[config.mk]
export PLATFORM = sky130hd
export DESIGN_NAME = pwm_bank
export DESIGN_NICKNAME = d
export VERILOG_FILES = /design/src/rtl/pwm_bank_pkg.sv /design/src/rtl/pwm_prescaler.sv /design/src/rtl/pwm_timebase.sv /design/src/rtl/pwm_channel.sv /design/src/rtl/pwm_bank.sv
export SDC_FILE = /design/constraint.sdc
export NUM_CORES = 1
export LEC_CHECK = 0
export BUFFER_PORTS_ARGS = -buffer_cell sky130_fd_sc_hd__buf_2
export CORE_UTILIZATION = 61
export CTS_CLUSTER_DIAMETER = 60
export DETAILED_ROUTE_END_ITERATION = 16
export PLACE_DENSITY = 0.79
export SLEW_MARGIN = 10
export SYNTH_ARGS = -nofsm -noshare
export SYNTH_HDL_FRONTEND = slang
export SYNTH_SLANG_ARGS = --single-unit
export TNS_END_PERCENT = 5
[constraint.sdc]
create_clock -name clk -period 4.7 [get_ports clk]
set_input_delay 0.705 -clock clk [delete_from_list [all_inputs] [get_ports clk]]
set_output_delay 0.705 -clock clk [all_outputs]
set_load 0.1 [all_outputs]
[src/rtl/pwm_bank_pkg.sv]
// Package: types shared by the PWM bank modules.
// Assumes: nothing beyond IEEE 1800-2017.
package pwm_bank_pkg;

    // Per-cycle timebase events that the shared counter hands to every channel.
    typedef struct packed {
        logic tick;   // timer tick in this cycle
        logic wrap;   // tick taken at the counter maximum (rollover)
    } tb_evt_t;

endpackage

[src/rtl/pwm_prescaler.sv]
// Module: pwm_prescaler
// Produces a one-cycle tick enable every div_i cycles (0 decodes as 2^DIV_W),
// or on every cycle when bypass_i is high. No derived clock is generated.
// Assumes: div_i is normally changed only while idle or in reset; a lowered
// divisor is honoured at once because the compare uses >=.
module pwm_prescaler #(
    parameter int DIV_W = 8
) (
    input  logic             clk,
    input  logic             rst_n,
    input  logic             bypass_i,
    input  logic [DIV_W-1:0] div_i,
    output logic             tick_o
);

    logic [DIV_W-1:0] pcnt;
    logic [DIV_W-1:0] limit;

    // Terminal count: divisor minus one, so 0 wraps to all ones (2^DIV_W).
    always_comb limit = div_i - 1'b1;

    // Tick when bypassed or when the cycle count reaches the terminal count.
    always_comb tick_o = bypass_i | (pcnt >= limit);

    // Cycle counter inside one tick interval.
    always_ff @(posedge clk) begin
        if (!rst_n)      pcnt <= '0;
        else if (tick_o) pcnt <= '0;
        else             pcnt <= pcnt + 1'b1;
    end

    // once the divisor has been stable for a cycle, the count stays in range.
    assert_count_in_range_R1: assert property (@(posedge clk) disable iff (!rst_n)
        (!bypass_i && $stable(div_i)) |-> (pcnt <= limit));

endmodule

[src/rtl/pwm_timebase.sv]
// Module: pwm_timebase
// Shared free-running period counter of CNT_W bits, advanced by tick_i.
// Flags the rollover as a tick taken at the maximum count.
// Assumes: tick_i is a one-cycle enable in the clk domain.
module pwm_timebase #(
    parameter int CNT_W = 16
) (
    input  logic             clk,
    input  logic             rst_n,
    input  logic             tick_i,
    output logic [CNT_W-1:0] cnt_o,
    output logic             wrap_o
);

    localparam logic [CNT_W-1:0] CNT_MAX = '1;

    // Rollover flag: last tick of the period.
    always_comb wrap_o = tick_i && (cnt_o == CNT_MAX);

    // Period counter, wraps naturally at 2^CNT_W.
    always_ff @(posedge clk) begin
        if (!rst_n)      cnt_o <= '0;
        else if (tick_i) cnt_o <= cnt_o + 1'b1;
    end

    // the counter only moves on a tick.
    assert_hold_without_tick_R1: assert property (@(posedge clk) disable iff (!rst_n)
        !tick_i |=> $stable(cnt_o));

    // each tick advances the counter by exactly one, modulo the period.
    assert_step_on_tick_R1: assert property (@(posedge clk) disable iff (!rst_n)
        tick_i |=> (cnt_o == CNT_W'($past(cnt_o) + 1'b1)));

endmodule

[src/rtl/pwm_channel.sv]
// Module: pwm_channel
// One PWM output: low while the shared count is below the active value,
// high afterwards. The value is shadowed and loaded at rollover; the channel
// starts at a rollover and stops at once when its enable falls.
// Assumes: cnt_i and wrap_i come from the shared timebase.
module pwm_channel #(
    parameter int CNT_W = 16
) (
    input  logic             clk,
    input  logic             rst_n,
    input  logic             en_i,
    input  logic             wr_i,
    input  logic [CNT_W-1:0] wr_data_i,
    input  logic [CNT_W-1:0] cnt_i,
    input  logic             wrap_i,
    output logic             pwm_o
);

    logic [CNT_W-1:0] shadow_q;
    logic [CNT_W-1:0] active_q;
    logic             run_q;

    // Shadow register: takes every write for this channel.
    always_ff @(posedge clk) begin
        if (!rst_n)    shadow_q <= '0;
        else if (wr_i) shadow_q <= wr_data_i;
    end

    // Active compare value: reloaded at rollover, a same-cycle write passes through.
    always_ff @(posedge clk) begin
        if (!rst_n)      active_q <= '0;
        else if (wrap_i) active_q <= wr_i ? wr_data_i : shadow_q;
    end

    // Running flag: set at a rollover with enable high, cleared whenever enable is low.
    always_ff @(posedge clk) begin
        if (!rst_n)      run_q <= 1'b0;
        else if (!en_i)  run_q <= 1'b0;
        else if (wrap_i) run_q <= 1'b1;
    end

    // Output: low phase first, then high; enable gates it without delay.
    always_comb pwm_o = run_q && en_i && (cnt_i >= active_q);

    // a channel begins running only right after a rollover.
    assert_start_on_wrap_R6: assert property (@(posedge clk) disable iff (!rst_n)
        $rose(run_q) |-> $past(wrap_i));

    // the active value never changes between rollovers.
    assert_active_held_R8: assert property (@(posedge clk) disable iff (!rst_n)
        !wrap_i |=> $stable(active_q));

    // with the channel still enabled, a falling edge sits at count zero.
    assert_fall_at_zero_R5: assert property (@(posedge clk) disable iff (!rst_n)
        ($fell(pwm_o) && en_i) |-> (cnt_i == '0));

endmodule

[src/rtl/pwm_bank.sv]
// Module: pwm_bank (top)
// NCH PWM channels sharing one prescaler and one period counter, so all
// outputs share frequency and falling-edge timing. Values are written through
// a single select/data port into per-channel shadows.
// Assumes: synchronous active-low reset; wr_sel beyond NCH-1 is ignored.
module pwm_bank
    import pwm_bank_pkg::*;
#(
    parameter int NCH   = 4,
    parameter int CNT_W = 16,
    parameter int DIV_W = 8,
    localparam int SEL_W = (NCH > 1) ? $clog2(NCH) : 1
) (
    input  logic             clk,
    input  logic             rst_n,
    input  logic             div_bypass,
    input  logic [DIV_W-1:0] div_value,
    input  logic [NCH-1:0]   ch_enable,
    input  logic             wr_en,
    input  logic [SEL_W-1:0] wr_sel,
    input  logic [CNT_W-1:0] wr_value,
    output logic [NCH-1:0]   pwm_out
);

    logic             tick_w;
    logic             wrap_w;
    logic [CNT_W-1:0] cnt_w;
    tb_evt_t          evt;

    // Bundle the timebase events handed to the channels.
    always_comb evt = '{tick: tick_w, wrap: wrap_w};

    pwm_prescaler #(.DIV_W(DIV_W)) u_prescaler (
        .clk      (clk),
        .rst_n    (rst_n),
        .bypass_i (div_bypass),
        .div_i    (div_value),
        .tick_o   (tick_w)
    );

    pwm_timebase #(.CNT_W(CNT_W)) u_timebase (
        .clk    (clk),
        .rst_n  (rst_n),
        .tick_i (evt.tick),
        .cnt_o  (cnt_w),
        .wrap_o (wrap_w)
    );

    for (genvar i = 0; i < NCH; i++) begin : g_ch
        pwm_channel #(.CNT_W(CNT_W)) u_ch (
            .clk       (clk),
            .rst_n     (rst_n),
            .en_i      (ch_enable[i]),
            .wr_i      (wr_en && (wr_sel == SEL_W'(i))),
            .wr_data_i (wr_value),
            .cnt_i     (cnt_w),
            .wrap_i    (evt.wrap),
            .pwm_o     (pwm_out[i])
        );
    end

    // outputs are all low in the cycle after a reset edge.
    assert_reset_quiet_R9: assert property (@(posedge clk)
        !rst_n |=> (pwm_out == '0));

endmodule

==> results of run 1 <==
-- cell usage in the layout, fill, tap and decap left out, drive strengths merged, types with 7 or more instances in the layout --
cell type / n
dfxtp: 156
nand2: 154
a21oi: 97
nor2: 79
ha: 75
inv: 69
mux2: 64
buf: 43
clkbuf: 23
o21ai: 18
nand3: 14
nand4: 11
nor3: 10
o31ai: 8
or4: 8
xor2: 7
-- registers in the layout (all words and copies together) (netlist names) --
| register | count |
|---|---|
| g_ch.u_ch.run_q | 4 |
| g_ch.u_ch.shadow_q | 64 |
| u_timebase.cnt_o | 16 |
| u_prescaler.pcnt | 8 |
| g_ch.u_ch.active_q | 64 |
-- through the flow --
step	power [mW]	instance area, µm²	hold WS [ns]	util	setup WS, ns
finish	2.87	8530	0.457	0.701	1.21
global route	2.97	8530	0.470	0.701	1.08
CTS	2.88	8530	0.460	0.701	1.17
detailed placement	1.53	7930	0.452	0.652	1.19
global placement	1.52	7930	0.446	0.652	1.19
floorplan	1.47	7690	0.435	-	1.73
-- layout make-up --
type                            instances  area (µm²)  area share
Multi-Input combinational cell        613        4100       0.481
Sequential cell                       156        3120       0.366
Clock buffer                           23         488      0.0572
Inverter                               67         254      0.0298
Timing Repair Buffer                   43         243      0.0285
Tap cell                              168         210      0.0246
Clock inverter                          9         109      0.0128
-- where the power goes --
group,total [mW],internal [mW],switching (mW)
registers,1.35,1.34,0.00951
clock network,1.37,0.840,0.531
logic,0.146,0.0470,0.0993
total,2.87,2.23,0.640
-- kinds of logic after synthesis --
kind of cell / after synthesis / share of synthesized area
compound gates: 150 / 0.113
xor+xnor: 13 / 0.0148
simple gates: 309 / 0.178
mux: 66 / 0.104
buf+inv: 110 / 0.0622
fa+ha+maj: 75 / 0.122
flops: 156 / 0.406
-- layer usage --
| metal | vias up | part of all wire | routed length, µm | GRT usage |
|---|---|---|---|---|
| met3 | 31 | 0.037 | 611 | 0.0566 |
| met5 | - | 0 | 0 | 0 |
| met4 | 0 | 0.018 | 303 | 0.0944 |
| met2 | 103 | 0.48 | 8070 | 0.448 |
| li1 | 3017 | - | - | - |
| met1 | 2818 | 0.46 | 7660 | 0.343 |
-- worst paths after layout --
kind | slack, ns | endpoint | cells after the start | startpoint
min | 0.46 | g_ch[1].u_ch.shadow_q[15] | 2 | g_ch[1].u_ch.shadow_q[15]
min reg2reg | 0.46 | g_ch[1].u_ch.shadow_q[15] | 2 | g_ch[1].u_ch.shadow_q[15]
max reg2reg | 1.97 | g_ch[2].u_ch.active_q[12] | 6 | u_timebase.cnt_o[4]
max | 1.21 | pwm_out[0] | 7 | u_timebase.cnt_o[2]
-- worst register-to-register path: cells and delay by family (launching register included) --
kind | cells | cell delay (ns)
buffers and inverters | 1 | 0.37
DFF | 1 | 0.61
muxes | 1 | 0.43
and+or+nand+nor | 4 | 1.21
==> flow_summary.ini, run 1 <==
[outcome]
status = complete, no violations

[floorplan]
die_w_um = 114
start_util = 0.632
rows = 40
die_h_um = 114
die_area_um2 = 13100
ios = 38
core-area_um2 = 12200

[placed_design]
portBuffers = 37
hpwl_mm = 11.2
dp_cells = 1047
place.gp.congestion = 0.789

[worst_hold_path]
hold_path.class = reg2reg

[global_route]
grtUsageTotal = 0.268
antenna_found_initial = 0
grt_max_degree = 88
gr-total-overflow = 0
grt_first_pass_wirelength_mm = 27.1
grt_pass1_vias = 5675

[cts]
clk_pin_slew_ns = 0.06
clkSinkCount = 156
cts_setup_buffers = 0
cts_tree = yes
numCtsBuffers = 17
ctsRootBufferMaster = clkbuf_16
ctsHoldBuffers = 0
h-tree-depth = 4
clk_path_buf_depth = 2
ctsResizeCount = 0
clock_latency_ns = 0.42

[timing]
fin_crit_sh = 0.742
rsz0062_at_grt = no
finalSetupViolCount = 0
layout_min_cycle_time_ns = 3.49
fmax_mhz = 287
hold_violations = 0
fin_skew_ns = 0.00510
relSlewSlack = 0.226
fin_tns_setup_ns = 0
tightestPinTransition_ns = 1.16
slew_viol_final = 0

[detailed_routing]
vias = 5969
initialDrtViolationCount = 415
firstDrtPassIters = 5
finalWirelength_mm = 16.6
wl_per_cell_um = 15.4
drc = 0
antenna_left = 0
viasPerCell = 5.53

[yosys]
synth-edff-count = 0
yosysTopAreaCellShare = 0.406
netlist_area_um2 = 7690
syn_inst = 879
synth_common_cells = dfxtp_1, nand2_1, a21oi_1, nor2_1, ha_1
synth_largest_area_cell = dfxtp_1
yosys_register_bits = 156
ys_async_sr_fraction = 0
syn_nets = 988
synthTopCellsByArea = dfxtp_1, ha_1, nand2_1
yosys_warnings = 0
synth_cell_types = 52
yosysMostFrequentCell = dfxtp_1
ys.flop_type = dfxtp_1
avgSynthCellArea_um2 = 8.75
seq_area_frac_synth = 0.406

[cells_and_area]
fill_cells = 966
fin_cells = 1079
area_growth_pct = 10.9
drive_gt1_frac = 0.157
final_nets = 1007
diodes = 0

[critical_path]
cp.required_ns = 3.99
critPathCaptureType = output pin
path_cells = ha_1 -> o21ai_0 -> o21bai_1 -> a2111oi_0 -> o31a_1 -> o41ai_1 -> buf_2
max_stage_delay_ns = 0.62
crit_fanout = 10
path_buf_inv = 1
arrival_ns = 2.78
cp_slowest_cell = dfxtp_1
critPathLaunchType = flop
critical_path_class = reg2out
crit_family = compound AO/OA/AOI/OAI gates

[power]
p_leak_nw = 3.40
irDropWorstVdd_mv = 0.470
power_density_nw_per_um2 = 337

[job]
drv_cap = 0
No activity file was read; power rests on OpenSTA's default activity.
==> inputs of run 2 (changes only) <==
--- a/config.mk
+++ b/config.mk
@@ -6,10 +6,10 @@
 export NUM_CORES = 1
 export LEC_CHECK = 0
 export BUFFER_PORTS_ARGS = -buffer_cell sky130_fd_sc_hd__buf_2
-export CORE_UTILIZATION = 61
+export CORE_UTILIZATION = 55
 export CTS_CLUSTER_DIAMETER = 60
 export DETAILED_ROUTE_END_ITERATION = 16
-export PLACE_DENSITY = 0.79
+export PLACE_DENSITY = 0.76
 export SLEW_MARGIN = 10
 export SYNTH_ARGS = -nofsm -noshare
 export SYNTH_HDL_FRONTEND = slang
==> constraint.sdc (replaced) <==
create_clock -name clk -period 3.2 [get_ports clk]
set_input_delay 0.48 -clock clk [delete_from_list [all_inputs] [get_ports clk]]
set_output_delay 0.48 -clock clk [all_outputs]
set_load 0.1 [all_outputs]
==> run 2 against run 1 <==
  * Core utilization decreased by 6.1 points
  * Final area increased by 0.97%
  * Die area increased by 11%
  * Critical endpoint unchanged
==> flow_summary.ini, run 2 (same netlist as run 1, synthesis figures left out) <==
[power]
seqPwrFrac = 0.470
irDropWorstVdd_mv = 0.366
totalPowerFinal_mw = 4.22
power.switching_mw = 1.01
p_leak_nw = 3.42
clock_power_share = 0.476
netSwitchingFraction = 0.239
p_comb_frac = 0.054
internal_power_mw = 3.21
power_density_nw_per_um2 = 490

[timing]
layout_min_cycle_time_ns = 3.08
finalSetupViolCount = 0
relSlewSlack = 0.462
fin_skew_ns = 0.0113
rsz0062_at_grt = no
fin_crit_sh = 0.961
hold_violations = 0
tightestPinTransition_ns = 0.805
slew_viol_final = 0
fmax_mhz = 325
fin_tns_setup_ns = 0

[detailed_routing]
viasPerCell = 5.47
initialDrtViolationCount = 416
wl_per_cell_um = 15.6
vias = 5958
firstDrtPassIters = 5
finalWirelength_mm = 17.0
drc = 0
antenna_left = 0

[cells_and_area]
top_regs = g_ch.u_ch.active_q x64, g_ch.u_ch.shadow_q x64, u_timebase.cnt_o x16
drive_gt1_frac = 0.163
final_nets = 1010
fin_cells = 1090
post-route-util = 0.640
final_cell_mix = dfxtp_1, nand2_1, a21oi_1
diodes = 0
area_growth_pct = 12.0
layout_commonest_cell = dfxtp_1

[worst_hold_path]
hold_path.class = in2reg

[global_route]
antenna_found_initial = 0
grtUsageTotal = 0.250
grt_first_pass_wirelength_mm = 28.0
grt_pass1_vias = 5718
gr-total-overflow = 0
grt_max_degree = 55

[job]
drv_cap = 0

[critical_path]
critical_path_class = reg2out
crit_fanout = 5
cp.required_ns = 2.72
critPathLaunchType = flop
critPathCaptureType = output pin
arrival_ns = 2.60

[placed_design]
place.gp.congestion = 0.799
dp_cells = 1058
hpwl_mm = 11.6
portBuffers = 37

[cts]
ctsRootBufferMaster = clkbuf_16
cts_tree = yes
h-tree-depth = 4
clk_pin_slew_ns = 0.06
clkSinkCount = 156
clock_latency_ns = 0.43
clk_path_buf_depth = 2
numCtsBuffers = 17
ctsHoldBuffers = 0

[floorplan]
die_w_um = 120
start_util = 0.572
core-area_um2 = 13500
die_area_um2 = 14500
ios = 38
die_h_um = 120
rows = 42

[outcome]
status = complete, no violations
[run 2: power by group through the flow]
stage               clock, mW  combinational (mW)  sequential [mW]
CTS                      2.03               0.223             1.98
global placement            0               0.219             2.03
detailed placement          0               0.222             2.03
global route             2.12               0.253             1.99
finish                   2.01               0.226             1.98
floorplan                   0               0.131             2.02
[run 2: metal layers]
layer | vias up | wire [µm] | track usage
met2 | 113 | 8050 | 0.413
met4 | 0 | 282 | 0.0756
met3 | 25 | 832 | 0.0571
met1 | 2791 | 7880 | 0.324
met5 | - | 0 | 0
li1 | 3029 | - | -
[run 2: final timing paths]
| check | start | end | slack (ns) | cells past startpoint |
|---|---|---|---|---|
| worst max-delay path | u_timebase.cnt_o[0] | pwm_out[0] | 0.12 | 8 |
| worst min-delay path | ch_enable[0] | g_ch[0].u_ch.run_q | 0.33 | 2 |
| worst min register to register | g_ch[2].u_ch.shadow_q[15] | g_ch[2].u_ch.shadow_q[15] | 0.46 | 2 |
| worst max register to register | u_timebase.cnt_o[4] | g_ch[2].u_ch.active_q[9] | 0.88 | 6 |
[run 2: area by class of cell]
class                   count  area (µm²)
inverters                  67         254
repair buffers             46         310
clock buffers              18         429
fillers                  1147        4840
well taps                 176         220
flip-flops and latches    156        3120
clock inverters            14         159
multi-input cells         613        4120
[run 2: metrics by stage]
step	worst slack, ns	hold WS (ns)	area (µm²)
after floorplan	0.459	0.435	7690
after global placement	0.248	0.446	8000
after detailed placement	0.226	0.449	8000
after CTS	0.0428	0.307	8590
after global routing	0.0110	0.312	8610
final	0.125	0.327	8610
[run 2: repair_timing]
action | in CTS | in global routing
setup endpoints to repair | 2 | 2
resized for setup | 2 | 5
setup buffers | 0 | 0
[run 2: worst max-delay path, cell delays in order, from the launching register on]
cell and delay [ns]:
dfxtp_1 0.35, inv_1 0.15, ha_1 0.23, nor3b_1 0.13
o21bai_1 0.21, a2111oi_2 0.10, o31a_1 0.30, o41ai_2 0.35
buf_4 0.35
